<file path="config.mk">
export PLATFORM = sky130hd
export DESIGN_NAME = spi4_master
export DESIGN_NICKNAME = d
export VERILOG_FILES = /design/src/rtl/spi4_pkg.sv /design/src/rtl/spi4_halfper_timer.sv /design/src/rtl/spi4_phase_ctrl.sv /design/src/rtl/spi4_shift_unit.sv /design/src/rtl/spi4_master.sv
export SDC_FILE = /design/constraint.sdc
export NUM_CORES = 1
export LEC_CHECK = 0
export ABC_AREA = 1
export BUFFER_PORTS_ARGS = -buffer_cell sky130_fd_sc_hd__buf_2
export CAP_MARGIN = 0
export CORE_ASPECT_RATIO = 1.5
export CORE_MARGIN = 8
export CORE_UTILIZATION = 55
export DETAILED_ROUTE_END_ITERATION = 7
export HOLD_SLACK_MARGIN = 0.05
export PLACE_DENSITY = 0.86
export SYNTH_ARGS = -nofsm -noshare
export SYNTH_HDL_FRONTEND = slang
export SYNTH_HIERARCHICAL = 1
export SYNTH_SLANG_ARGS = --single-unit
</file>
<file path="constraint.sdc">
create_clock -name clk -period 3.4 [get_ports clk]
set_clock_uncertainty 0.05 [all_clocks]
set_input_delay 0.17 -clock clk [delete_from_list [all_inputs] [get_ports clk]]
set_output_delay 0.17 -clock clk [all_outputs]
set_load 0.01 [all_outputs]
</file>
<file path="src/rtl/spi4_pkg.sv">
package spi4_pkg;

  typedef enum logic [1:0] {
    ST_IDLE  = 2'd0,
    ST_LEAD  = 2'd1,
    ST_SHIFT = 2'd2,
    ST_TAIL  = 2'd3
  } spi_state_e;

  typedef struct packed {
    logic cpol;
    logic tx_cpha;
    logic rx_cpha;
  } spi_cfg_t;

endpackage

</file>
<file path="src/rtl/spi4_halfper_timer.sv">
module spi4_halfper_timer #(
  parameter int DIV_W = 8
) (
  input  logic             clk,
  input  logic             rst,
  input  logic             run_i,
  input  logic [DIV_W-1:0] half_i,
  output logic             tick_o
);

  logic [DIV_W-1:0] cnt_q;
  logic [DIV_W-1:0] reload;

  // zero is clamped to a one-cycle half-period
  always_comb begin
    if (half_i == '0) reload = '0;
    else              reload = half_i - DIV_W'(1);
  end

  always_ff @(posedge clk) begin
    if (rst) begin
      cnt_q <= '0;
    end else if (!run_i || cnt_q == '0) begin
      cnt_q <= reload;
    end else begin
      cnt_q <= cnt_q - DIV_W'(1);
    end
  end

  assign tick_o = run_i && (cnt_q == '0);

endmodule

</file>
<file path="src/rtl/spi4_phase_ctrl.sv">
module spi4_phase_ctrl
  import spi4_pkg::*;
#(
  parameter int DATA_W = 8,
  parameter int DIV_W  = 8
) (
  input  logic             clk,
  input  logic             rst,
  input  logic [1:0]       mode_i,
  input  logic             rx_split_i,
  input  logic             rx_cpha_i,
  input  logic [DIV_W-1:0] half_div_i,
  input  logic             start_i,
  input  logic             tick_i,
  output logic [DIV_W-1:0] half_o,
  output logic             load_o,
  output logic             drive_o,
  output logic             sample_o,
  output logic             finish_o,
  output logic             busy_o,
  output logic             done_o,
  output logic             sclk_o,
  output logic             cs_n_o
);

  localparam int EDGES = 2 * DATA_W;
  localparam int EW    = $clog2(EDGES);
  localparam logic [EW-1:0] LAST_E = EW'(EDGES - 1);

  spi_state_e       state_q;
  spi_cfg_t         cfg_q;
  logic [DIV_W-1:0] div_q;
  logic [EW-1:0]    ecnt_q;
  logic             sclk_q;
  logic             cs_n_q;
  logic             done_q;

  logic [EW-1:0]    e_idx;
  logic             lead;
  logic             edge_now;
  logic             last_e;

  always_comb begin
    e_idx    = (state_q == ST_LEAD) ? '0 : ecnt_q;
    lead     = ~e_idx[0];
    last_e   = (e_idx == LAST_E);
    edge_now = tick_i && (state_q == ST_LEAD || state_q == ST_SHIFT);
  end

  // leading edges are even indices, trailing edges odd
  assign sample_o = edge_now && (lead ^ cfg_q.rx_cpha);
  assign drive_o  = edge_now && (lead == cfg_q.tx_cpha) && (e_idx != '0) && !last_e;
  assign load_o   = start_i && (state_q == ST_IDLE);
  assign finish_o = tick_i && (state_q == ST_TAIL);
  assign half_o   = (state_q == ST_IDLE) ? half_div_i : div_q;

  always_ff @(posedge clk) begin
    if (rst) begin
      state_q <= ST_IDLE;
      cfg_q   <= '0;
      div_q   <= '0;
      ecnt_q  <= '0;
      sclk_q  <= 1'b0;
      cs_n_q  <= 1'b1;
      done_q  <= 1'b0;
    end else begin
      done_q <= 1'b0;
      unique case (state_q)
        ST_IDLE: begin
          sclk_q <= mode_i[1];
          if (start_i) begin
            cfg_q.cpol    <= mode_i[1];
            cfg_q.tx_cpha <= mode_i[0];
            cfg_q.rx_cpha <= rx_split_i ? rx_cpha_i : mode_i[0];
            div_q         <= half_div_i;
            ecnt_q        <= '0;
            cs_n_q        <= 1'b0;
            state_q       <= ST_LEAD;
          end
        end
        ST_LEAD: begin
          if (tick_i) begin
            sclk_q  <= ~sclk_q;
            ecnt_q  <= EW'(1);
            state_q <= ST_SHIFT;
          end
        end
        ST_SHIFT: begin
          if (tick_i) begin
            sclk_q <= ~sclk_q;
            if (last_e) begin
              ecnt_q  <= '0;
              state_q <= ST_TAIL;
            end else begin
              ecnt_q <= ecnt_q + EW'(1);
            end
          end
        end
        ST_TAIL: begin
          if (tick_i) begin
            cs_n_q  <= 1'b1;
            done_q  <= 1'b1;
            state_q <= ST_IDLE;
          end
        end
        default: state_q <= ST_IDLE;
      endcase
    end
  end

  assign busy_o = (state_q != ST_IDLE);
  assign done_o = done_q;
  assign sclk_o = sclk_q;
  assign cs_n_o = cs_n_q;

endmodule

</file>
<file path="src/rtl/spi4_shift_unit.sv">
module spi4_shift_unit #(
  parameter int DATA_W = 8
) (
  input  logic              clk,
  input  logic              rst,
  input  logic              load_i,
  input  logic [DATA_W-1:0] tx_byte_i,
  input  logic              drive_i,
  input  logic              sample_i,
  input  logic              finish_i,
  input  logic              miso_i,
  output logic              mosi_o,
  output logic [DATA_W-1:0] rx_byte_o
);

  logic [DATA_W-1:0] tx_sh_q;
  logic [DATA_W-1:0] rx_sh_q;
  logic [DATA_W-1:0] rx_q;
  logic              mosi_q;

  always_ff @(posedge clk) begin
    if (rst) begin
      tx_sh_q <= '0;
      mosi_q  <= 1'b0;
    end else if (load_i) begin
      tx_sh_q <= tx_byte_i;
      mosi_q  <= tx_byte_i[DATA_W-1];
    end else if (drive_i) begin
      tx_sh_q <= tx_sh_q << 1;
      mosi_q  <= tx_sh_q[DATA_W-2];
    end
  end

  always_ff @(posedge clk) begin
    if (rst) begin
      rx_sh_q <= '0;
    end else if (sample_i) begin
      rx_sh_q <= {rx_sh_q[DATA_W-2:0], miso_i};
    end
  end

  always_ff @(posedge clk) begin
    if (rst) begin
      rx_q <= '0;
    end else if (finish_i) begin
      rx_q <= rx_sh_q;
    end
  end

  assign mosi_o    = mosi_q;
  assign rx_byte_o = rx_q;

endmodule

</file>
<file path="src/rtl/spi4_master.sv">
module spi4_master #(
  parameter int DATA_W = 8,
  parameter int DIV_W  = 8
) (
  input  logic              clk,
  input  logic              rst,
  input  logic [1:0]        mode_i,
  input  logic              rx_split_i,
  input  logic              rx_cpha_i,
  input  logic [DIV_W-1:0]  half_div_i,
  input  logic              start_i,
  input  logic [DATA_W-1:0] tx_byte_i,
  output logic [DATA_W-1:0] rx_byte_o,
  output logic              busy_o,
  output logic              done_o,
  output logic              sclk_o,
  output logic              mosi_o,
  input  logic              miso_i,
  output logic              cs_n_o
);

  logic [DIV_W-1:0] half_sel;
  logic             tick;
  logic             load;
  logic             drive;
  logic             sample;
  logic             finish;

  spi4_halfper_timer #(.DIV_W(DIV_W)) u_timer (
    .clk    (clk),
    .rst    (rst),
    .run_i  (busy_o),
    .half_i (half_sel),
    .tick_o (tick)
  );

  spi4_phase_ctrl #(.DATA_W(DATA_W), .DIV_W(DIV_W)) u_ctrl (
    .clk        (clk),
    .rst        (rst),
    .mode_i     (mode_i),
    .rx_split_i (rx_split_i),
    .rx_cpha_i  (rx_cpha_i),
    .half_div_i (half_div_i),
    .start_i    (start_i),
    .tick_i     (tick),
    .half_o     (half_sel),
    .load_o     (load),
    .drive_o    (drive),
    .sample_o   (sample),
    .finish_o   (finish),
    .busy_o     (busy_o),
    .done_o     (done_o),
    .sclk_o     (sclk_o),
    .cs_n_o     (cs_n_o)
  );

  spi4_shift_unit #(.DATA_W(DATA_W)) u_shift (
    .clk       (clk),
    .rst       (rst),
    .load_i    (load),
    .tx_byte_i (tx_byte_i),
    .drive_i   (drive),
    .sample_i  (sample),
    .finish_i  (finish),
    .miso_i    (miso_i),
    .mosi_o    (mosi_o),
    .rx_byte_o (rx_byte_o)
  );

endmodule

</file>
After elaboration in Yosys (flattened, before gate mapping):

Cells that the tools add are included.
W data, S select, Z words.

* add/sub/neg operators: 3
* equality and inequality tests: 11
* multiplexer cells: 26
* bitwise logic cells: 4
* reductions and logical operators: 28

Operators by type and width (count)
* $mux W8: 3
* $mux W4: 5
* $logic_not A8 Y1: 2
* $sub A8 B1 Y8 const B: 2
* $mux W7: 2
* $pmux W4 S3: 1
* $mux W2: 5
* $ne A2 B1 Y1 const B: 5
* $logic_and A1 B1 Y1: 8
* $pmux W2 S4: 1
* $reduce_bool A2 Y1: 4
* $mux W1: 7
* $reduce_and A5 Y1: 1
* $add A4 B1 Y4 const B: 1
* $eq A2 B2 Y1 const B: 2
* $eq A4 B4 Y1 const B: 1
* $pmux W1 S2: 2
* $reduce_and A2 Y1: 2
* $reduce_and A4 Y1: 1
* $reduce_bool A4 Y1: 1
* $reduce_or A2 Y1: 2
* $not A1 Y1: 3
* $reduce_and A3 Y1: 1
* $reduce_bool A3 Y1: 1
* 7 further kinds: 9

* flip-flop bits (word level): 51
* bits of input ports: 24
* output and inout bits: 13
* word-level logic and storage cells: 85

Logic depth before layout (Yosys ltp):

Gate-level depths: netlist (run 1).

* depth in word-level cells: 9
* depth in mapped cells: 16
* gate-level depth less buffers: 14

Modules after synthesis:

The synthesis (run 1) kept the hierarchy.

By module, submodules not included
* spi4_phase_ctrl: times used 1, cells each 162, area an instance 1098.6 um^2, seq. area each 380.4 um^2
* spi4_shift_unit: times used 1, cells each 129, area an instance 942.2 um^2, seq. area each 480.5 um^2
* spi4_halfper_timer: times used 1, cells each 106, area an instance 661.9 um^2, seq. area each 160.2 um^2

Least setup slack after synthesis (run 1):

OpenSTA, ideal clock, no wires.

* path kind: register to register
* start point: register u_ctrl.state_q[0]
* end point: register u_shift.rx_sh_q[6]
* library setup time: 116 ps
* arrival time: 2342 ps
* required time: 3234 ps
* slack: 893 ps
* cell stages (with the launch flop): 14
* buffers on the path: 1
* clock period less this slack: 2507 ps
* cells stage by stage: dfxtp_1 -> inv_1 -> ha_1 -> buf_6 -> inv_1 -> inv_1 -> nor3_1 -> nand2_1 -> inv_1 -> o21ai_0 -> a21oi_1 -> inv_1 -> nor2_1 -> nor2_1

* elaborated cells between the ends (all ways): 10
* classes of those cells: eq/ne (2); mux (1); bitwise (2); reduce/logical (5)

RTL lines
* from (decl): line spi4_phase_ctrl.sv:30 `spi_state_e state_q;`
* from (signal assigned): line spi4_phase_ctrl.sv:59 `state_q <= ST_IDLE;`
* from (signal assigned): line spi4_phase_ctrl.sv:78 `state_q <= ST_LEAD;`
* from (signal assigned): line spi4_phase_ctrl.sv:85 `state_q <= ST_SHIFT;`
* $reduce_bool A2 Y1: line spi4_phase_ctrl.sv:111 `assign busy_o = (state_q != ST_IDLE);`
* named net busy_o: line spi4_master.sv:14 `output logic busy_o,`
* $logic_and A1 B1 Y1: line spi4_halfper_timer.sv:30 `assign tick_o = run_i && (cnt_q == '0);`
* named net tick: line spi4_master.sv:23 `logic tick;`
* $logic_and A1 B1 Y1: line spi4_phase_ctrl.sv:47 `edge_now = tick_i && (state_q == ST_LEAD || state_q == ST_SHIFT);`
* $logic_and A1 B1 Y1: line spi4_phase_ctrl.sv:51 `assign sample_o = edge_now && (lead ^ cfg_q.rx_cpha);`
* named net sample: line spi4_master.sv:26 `logic sample;`
* to (signal assigned): line spi4_shift_unit.sv:38 `rx_sh_q <= {rx_sh_q[DATA_W-2:0], miso_i};`
* to (decl): line spi4_shift_unit.sv:17 `logic [DATA_W-1:0] rx_sh_q;`

The timed path passes the listed nets, and every way through them passes these cells.
A chain may end at the register's enable or synchronous reset.

Final worst setup path (run 1):

* start point: register u_ctrl.state_q[0]
* end point: register u_shift.rx_sh_q[3]

* elaborated cells between the ends (all ways): 10
* classes of those cells: eq/ne (2); mux (1); bitwise (2); reduce/logical (5)

RTL lines (line)
* $reduce_bool A2 Y1: spi4_phase_ctrl.sv:111
* $logic_and A1 B1 Y1: spi4_halfper_timer.sv:30
* named net tick: spi4_master.sv:23
* $logic_and A1 B1 Y1: spi4_phase_ctrl.sv:47
* $logic_and A1 B1 Y1: spi4_phase_ctrl.sv:51
* named net sample: spi4_master.sv:26

The timed path passes the listed nets, and every way through them passes these cells.

==> results of run 1 <==
metal layers:
layer,share of wire [%],vias to the layer above,global-route usage (%)
li1,-,1331,-
met5,0,-,0
met3,3.7,6,3.831
met1,43,1142,19.37
met4,1.3,0,6.811
met2,52,63,30.68
critical path: cells and delay by family, from the launching register on:
family                     cells  cell delay, ns
AOI/OAI and AO/OA              2            0.50
adders and majority gates      1            0.23
buffers and inverters          5            0.63
DFF                            1            0.40
and+or+nand+nor                4            0.81
through the flow:
step	util, %	cells
after floorplan	-	397
after global placement	60.95	491
after detailed placement	60.95	491
after CTS	63.94	500
after global routing	63.94	500
final	63.94	500
registers in the layout (all words and copies together), names as in the netlist, 2 cells and up:
name,count
u_ctrl/cfg_q,2
u_ctrl/div_q,8
u_ctrl/ecnt_q,4
u_ctrl/state_q,2
u_shift/rx_byte_o,8
u_shift/rx_sh_q,8
u_shift/tx_sh_q,7
u_timer/cnt_q,8
cell usage in the layout (no fill, tap or decap), types with 3 or more instances in the layout:
master,count
o21ai_1,5
nand4_1,4
o211ai_1,3
nor2_2,6
o21ai_0,40
a21oi_1,27
inv_2,5
nand2_1,89
ha_1,11
nor2_1,64
dfxtp_1,51
clkbuf_8,5
inv_1,47
nand3_1,18
buf_2,36
power breakdown:
group	total, uW	internal (uW)	switching, uW
combinational	1400	483	916
sequential	820	734	86.0
clock	495	294	201
logic make-up after synthesis:
family                     count (synthesis)
DFF                                       51
and+or+nand+nor                          189
buffers and inverters                     62
xor gates and xnor gates                   3
adders and majority gates                 11
AOI/OAI and AO/OA                         81
final cells by class:
type                            instances  area, sq um  area share, %
Multi-Input combinational cell        284         1414          46.35
Sequential cell                        51         1021          33.47
Timing Repair Buffer                   39        205.2          6.727
Inverter                               52        195.2          6.399
Tap cell                               66        82.58          2.707
Clock buffer                            6        72.57          2.379
Clock inverter                          2        60.06          1.969
how the worst max path moves through the flow:
stage | startpoint | cells after the start | to
floorplan | u_ctrl/state_q[0] | 13 | u_shift/rx_sh_q[6]
global placement | u_ctrl/state_q[0] | 12 | u_shift/rx_sh_q[0]
detailed placement | u_ctrl/state_q[0] | 12 | u_shift/rx_sh_q[3]
CTS | u_ctrl/state_q[1] | 12 | u_shift/rx_sh_q[3]
global route | u_ctrl/state_q[0] | 12 | u_shift/rx_sh_q[4]
finish | u_ctrl/state_q[0] | 12 | u_shift/rx_sh_q[3]
what timing repair did:
item	CTS	global route
hold buffers	1	0
gates resized for setup	0	0
endpoints found under the hold margin	1	0
==> flow_metrics.env, run 1 <==
export IMPL_startpoint_type="register"
export IMPL_ys_ff_latch=51
export IMPL_cts_root_buffer="clkbuf_8"
export IMPL_routed_wl_um=5977
export IMPL_die_width_um=73.24
export IMPL_numPortBuffers=36
export IMPL_htree_levels=2
export IMPL_timing_fmax_ghz=0.3689
export IMPL_ys_types=29
export IMPL_drt_vias_per_instance=5.084
export IMPL_antennaDiodeCount=0
export IMPL_ys_flop_type="dfxtp_1"
export IMPL_path_class="reg -> reg"
export IMPL_outcome="completed"
export IMPL_synthAdderAreaFrac_pct=5.093
export IMPL_start_util_pct=56.65
export IMPL_first_iter_violations=102
export IMPL_hold_start="tx_byte_i[0]"
export IMPL_finalWorstSetupSlack_ns=0.6896
export IMPL_hold_class="in -> reg"
export IMPL_clkTransAtPathRegs_ns=0.09
export IMPL_synthTopCellsByArea="dfxtp_1 (38%), nand2_1 (12%), nor2_1 (8.9%)"
export IMPL_grt_first_pass_wirelength_um=10540
export IMPL_syn_inst=397
export IMPL_tightest_slew_ns=0.5305
export IMPL_setup_violations=0
export IMPL_num_fill_cells=429
export IMPL_final_area_sq_um=3050
export IMPL_clock_path_buffers=2
export IMPL_p_per_area_nw_per_um2=889.3
export IMPL_worstPathRequired_ns=3.55
export IMPL_rr_worst_depth=12
export IMPL_rr_startpoint="u_ctrl/state_q[0]"
export IMPL_synthToLayoutAreaGrowth_pct=12.87
export IMPL_synthDominantCellAreaShare_pct=37.78
export IMPL_antenna_found_initial=0
export IMPL_hold_violations=0
export IMPL_post_route_period_util_pct=79.72
export IMPL_cp_arrival_ns=2.86
export IMPL_firstDrtPassIters=7
export IMPL_synth_compound_area_share_pct=16.16
export IMPL_final_nets=468
export IMPL_cts_buffers=5
export IMPL_cts_sinks=51
export IMPL_synth_most_common_cell="nand2_1"
export IMPL_power_total_uw=2713
export IMPL_slowest_stage="nor3_1"
export IMPL_tns_ns=0
export IMPL_netlist_top_cells_count="nand2_1 (89), nor2_1 (64), dfxtp_1 (51)"
export IMPL_drv_cap=0
export IMPL_post_cts_setup_buffers=0
export IMPL_reg2reg_to="u_shift/rx_sh_q[3]"
export IMPL_cpMostUsedCell="inv_1"
export IMPL_fp_dieH_um=101.9
export IMPL_synth_top_family_by_area="simple AND/OR/NAND/NOR gates"
export IMPL_cts_tree="built"
export IMPL_drt_wirelength_per_cell_um=11.95
export IMPL_synth_largest_area_cell="dfxtp_1"
export IMPL_dp_hpwl_um=4496
export IMPL_track_usage_pct=17.32
export IMPL_gp_congestion=0.8763
export IMPL_io_pins=37
export IMPL_hold_depth=3
export IMPL_num_vias=2542
export IMPL_synth_seq_area_share_pct=37.78
export IMPL_avgSynthCellArea_sq_um=6.808
export IMPL_endpoint_kind="register"
export IMPL_synth_edf_count=0
export IMPL_ir_drop_mv=0.4256
export IMPL_core_sq_um=4771
export IMPL_final_max_slew_viol_count=0
export IMPL_muxShareOfSynthArea_pct=0
export IMPL_crit_path_max_fanout=9
export IMPL_synth_xor_area_share_pct=0.9722
export IMPL_layout_drive_gt1_share_pct=14.52
export IMPL_grt_overflow_total=0
export IMPL_whs_endpoint="u_shift/tx_sh_q[0]"
export IMPL_power_leakage_uw=0.001529
export IMPL_max_slew_margin_pct=64.59
export IMPL_clock_latency_ns=0.30
export IMPL_grt_max_degree=21
export IMPL_period_needed_ns=2.710
export IMPL_drc=0
export IMPL_ant_nets=0
export IMPL_syn_area_sq_um=2703
export IMPL_die_area_sq_um=7459
export IMPL_whs_ns=0.07177
export IMPL_yosysWarnings=6
export IMPL_dp_slack_ns=0.7456
export IMPL_grt_pass1_vias=2485
export IMPL_place_area_sq_um=2908
export IMPL_r2r_slack_ns=0.69
export IMPL_rsz0062_at_grt="no"
export IMPL_synth_simple_area_share_pct=30.09
export IMPL_crit_chain="inv_1, ha_1, inv_1, inv_1, nor3_1, nand2_1, inv_1, o21ai_0, a21oi_1, inv_1, nor2_1, nor2_1"
export IMPL_async_reset_ff_share_pct=0
export IMPL_num_rows=31
export IMPL_syn_num_nets=432
export IMPL_cpPeakStageDelay_ns=0.45
Power figures use the tool's default switching activity.
==> run 2, diff against run 1 <==
==> constraint.sdc (replaced) <==
create_clock -name clk -period 2.5 [get_ports clk]
set_clock_uncertainty 0.05 [all_clocks]
set_input_delay 0.125 -clock clk [delete_from_list [all_inputs] [get_ports clk]]
set_output_delay 0.125 -clock clk [all_outputs]
set_load 0.01 [all_outputs]
==> flow_metrics.env, run 2 (same netlist as run 1, synthesis figures left out) <==
export IMPL_antenna_found_initial=0
export IMPL_worstPathRequired_ns=2.65
export IMPL_switching_share_pct=46.39
export IMPL_layout_drive_gt1_share_pct=15.49
export IMPL_max_slew_margin_pct=64.11
export IMPL_r2r_slack_ns=0.30
export IMPL_firstDrtPassIters=4
export IMPL_combPwrFrac_pct=55.3
export IMPL_cpMostUsedCell="inv_1"
export IMPL_p_clk_share_pct=13.0
export IMPL_p_per_area_nw_per_um2=1151
export IMPL_drt_vias_per_instance=5.067
export IMPL_antennaDiodeCount=0
export IMPL_rr_worst_depth=15
export IMPL_grt_pass1_vias=2544
export IMPL_hold_start="tx_byte_i[4]"
export IMPL_num_fill_cells=429
export IMPL_p_int_uw=1884
export IMPL_grt_overflow_total=0
export IMPL_dp_cells=494
export IMPL_numPortBuffers=36
export IMPL_endpoint_kind="register"
export IMPL_path_class="reg -> reg"
export IMPL_num_rows=31
export IMPL_hold_violations=0
export IMPL_power_leakage_uw=0.001528
export IMPL_drv_cap=0
export IMPL_crit_path_max_fanout=8
export IMPL_period_needed_ns=2.204
export IMPL_final_cell_mix="nand2_1 (89), nor2_1 (64), dfxtp_1 (51), inv_1 (47), o21ai_0 (40)"
export IMPL_crit_chain="inv_1, ha_2, inv_1, inv_1, nor3_2, nand2_1, inv_1, o211ai_1, a21oi_1, buf_4, nor2_8, nand2_1, nand3_1, nand2_1, inv_1"
export IMPL_whs_ns=0.06507
export IMPL_hold_depth=5
export IMPL_cts_tree="built"
export IMPL_startpoint_type="register"
export IMPL_cts_sinks=51
export IMPL_ir_drop_mv=0.7129
export IMPL_reg2reg_to="u_shift/tx_sh_q[1]"
export IMPL_clkTransAtPathRegs_ns=0.09
export IMPL_hold_class="in -> reg"
export IMPL_cts_buffers=5
export IMPL_post_route_period_util_pct=88.17
export IMPL_cpPeakStageDelay_ns=0.39
export IMPL_num_vias=2559
export IMPL_final_common_cell="nand2_1"
export IMPL_rr_startpoint="u_ctrl/state_q[0]"
export IMPL_grt_first_pass_wirelength_um=10320
export IMPL_setup_violations=0
export IMPL_fp_dieH_um=101.9
export IMPL_die_area_sq_um=7459
export IMPL_final_nets=473
export IMPL_clock_latency_ns=0.30
export IMPL_cts_root_buffer="clkbuf_8"
export IMPL_p_switching_uw=1630
export IMPL_slowest_stage="dfxtp_1"
export IMPL_ant_nets=0
export IMPL_layout_cells_non_filler=505
export IMPL_io_pins=37
export IMPL_synthToLayoutAreaGrowth_pct=12.96
export IMPL_tightest_slew_ns=0.5378
export IMPL_routed_wl_um=5917
export IMPL_rsz0062_at_grt="no"
export IMPL_start_util_pct=56.65
export IMPL_fin_util_pct=63.99
export IMPL_track_usage_pct=16.94
export IMPL_timing_fmax_ghz=0.4537
export IMPL_final_max_slew_viol_count=0
export IMPL_whs_endpoint="u_shift/tx_sh_q[4]"
export IMPL_p_seq_share_pct=31.6
export IMPL_outcome="completed"
export IMPL_cp_arrival_ns=2.36
export IMPL_clock_path_buffers=2
export IMPL_dp_hpwl_um=4439
export IMPL_drt_wirelength_per_cell_um=11.72
export IMPL_htree_levels=2
export IMPL_gp_congestion=0.8910
export IMPL_first_iter_violations=102
export IMPL_die_width_um=73.24
export IMPL_drc=0
export IMPL_grt_max_degree=21
export IMPL_tns_ns=0
export IMPL_core_sq_um=4771
run 2: worst max-delay path, delay by kind of cell, from the launching register on:
family	cells	cell delay [ns]
buffers and inverters	6	0.60
DFF	1	0.39
and+or+nand+nor	6	0.56
AOI/OAI and AO/OA	2	0.24
adders and majority gates	1	0.24
run 2: power by group through the flow:
stage	clock [uW]	sequential (uW)	combinational, uW
after detailed placement	0	1130	1900
after CTS	480	1110	1920
after floorplan	0	1110	1560
final	458	1110	1940
after global routing	508	1130	2240
after global placement	0	1120	1860
run 2: layout make-up:
cell class	instances	area (sq um)	share of cell area, %
Clock buffer	6	72.57	2.377
Tap cell	66	82.58	2.705
Clock inverter	2	12.51	0.4098
Sequential cell	51	1021	33.44
Inverter	52	195.2	6.393
Multi-Input combinational cell	284	1421	46.56
Timing Repair Buffer	44	247.7	8.115
run 2: layer usage:
metal / vias up / wire [um] / global-route usage (%)
li1: 1335 / - / -
met1: 1169 / 2423 / 17.24
met2: 49 / 3196 / 32.07
met3: 6 / 218 / 3.242
met4: 0 / 79 / 7.430
met5: - / 0 / 0
run 2: worst max path at each step:
| stage | startpoint | end | slack [ns] | depth (start not counted) |
|---|---|---|---|---|
| 5_1_grt | u_ctrl/state_q[0] | u_shift/mosi_o | 0.003 | 15 |
| 4_1_cts | u_ctrl/state_q[0] | u_shift/tx_sh_q[1] | 0.23 | 15 |
| 2_1_floorplan | u_ctrl/state_q[0] | u_shift/rx_sh_q[6] | 0.12 | 13 |
| 3_5_place_dp | u_ctrl/state_q[0] | u_shift/tx_sh_q[1] | 0.25 | 15 |
| 6_report | u_ctrl/state_q[0] | u_shift/tx_sh_q[1] | 0.30 | 15 |
| 3_3_place_gp | u_ctrl/state_q[0] | u_shift/mosi_o | 0.35 | 15 |
run 2: through the flow:
step	instance area [sq um]	setup WS, ns	total power [uW]
floorplan	2708	0.1214	2670
global placement	2935	0.3537	2979
detailed placement	2935	0.2540	3032
CTS	3050	0.2275	3516
global route	3053	0.003396	3880
finish	3053	0.2958	3514
run 2: repair_timing:
item                       in CTS  in global routing
hold endpoints to repair        3                  0
setup endpoints to repair       0                  4
gates resized for setup         0                  1
hold buffers                    3                  0
setup buffers                   0                  0
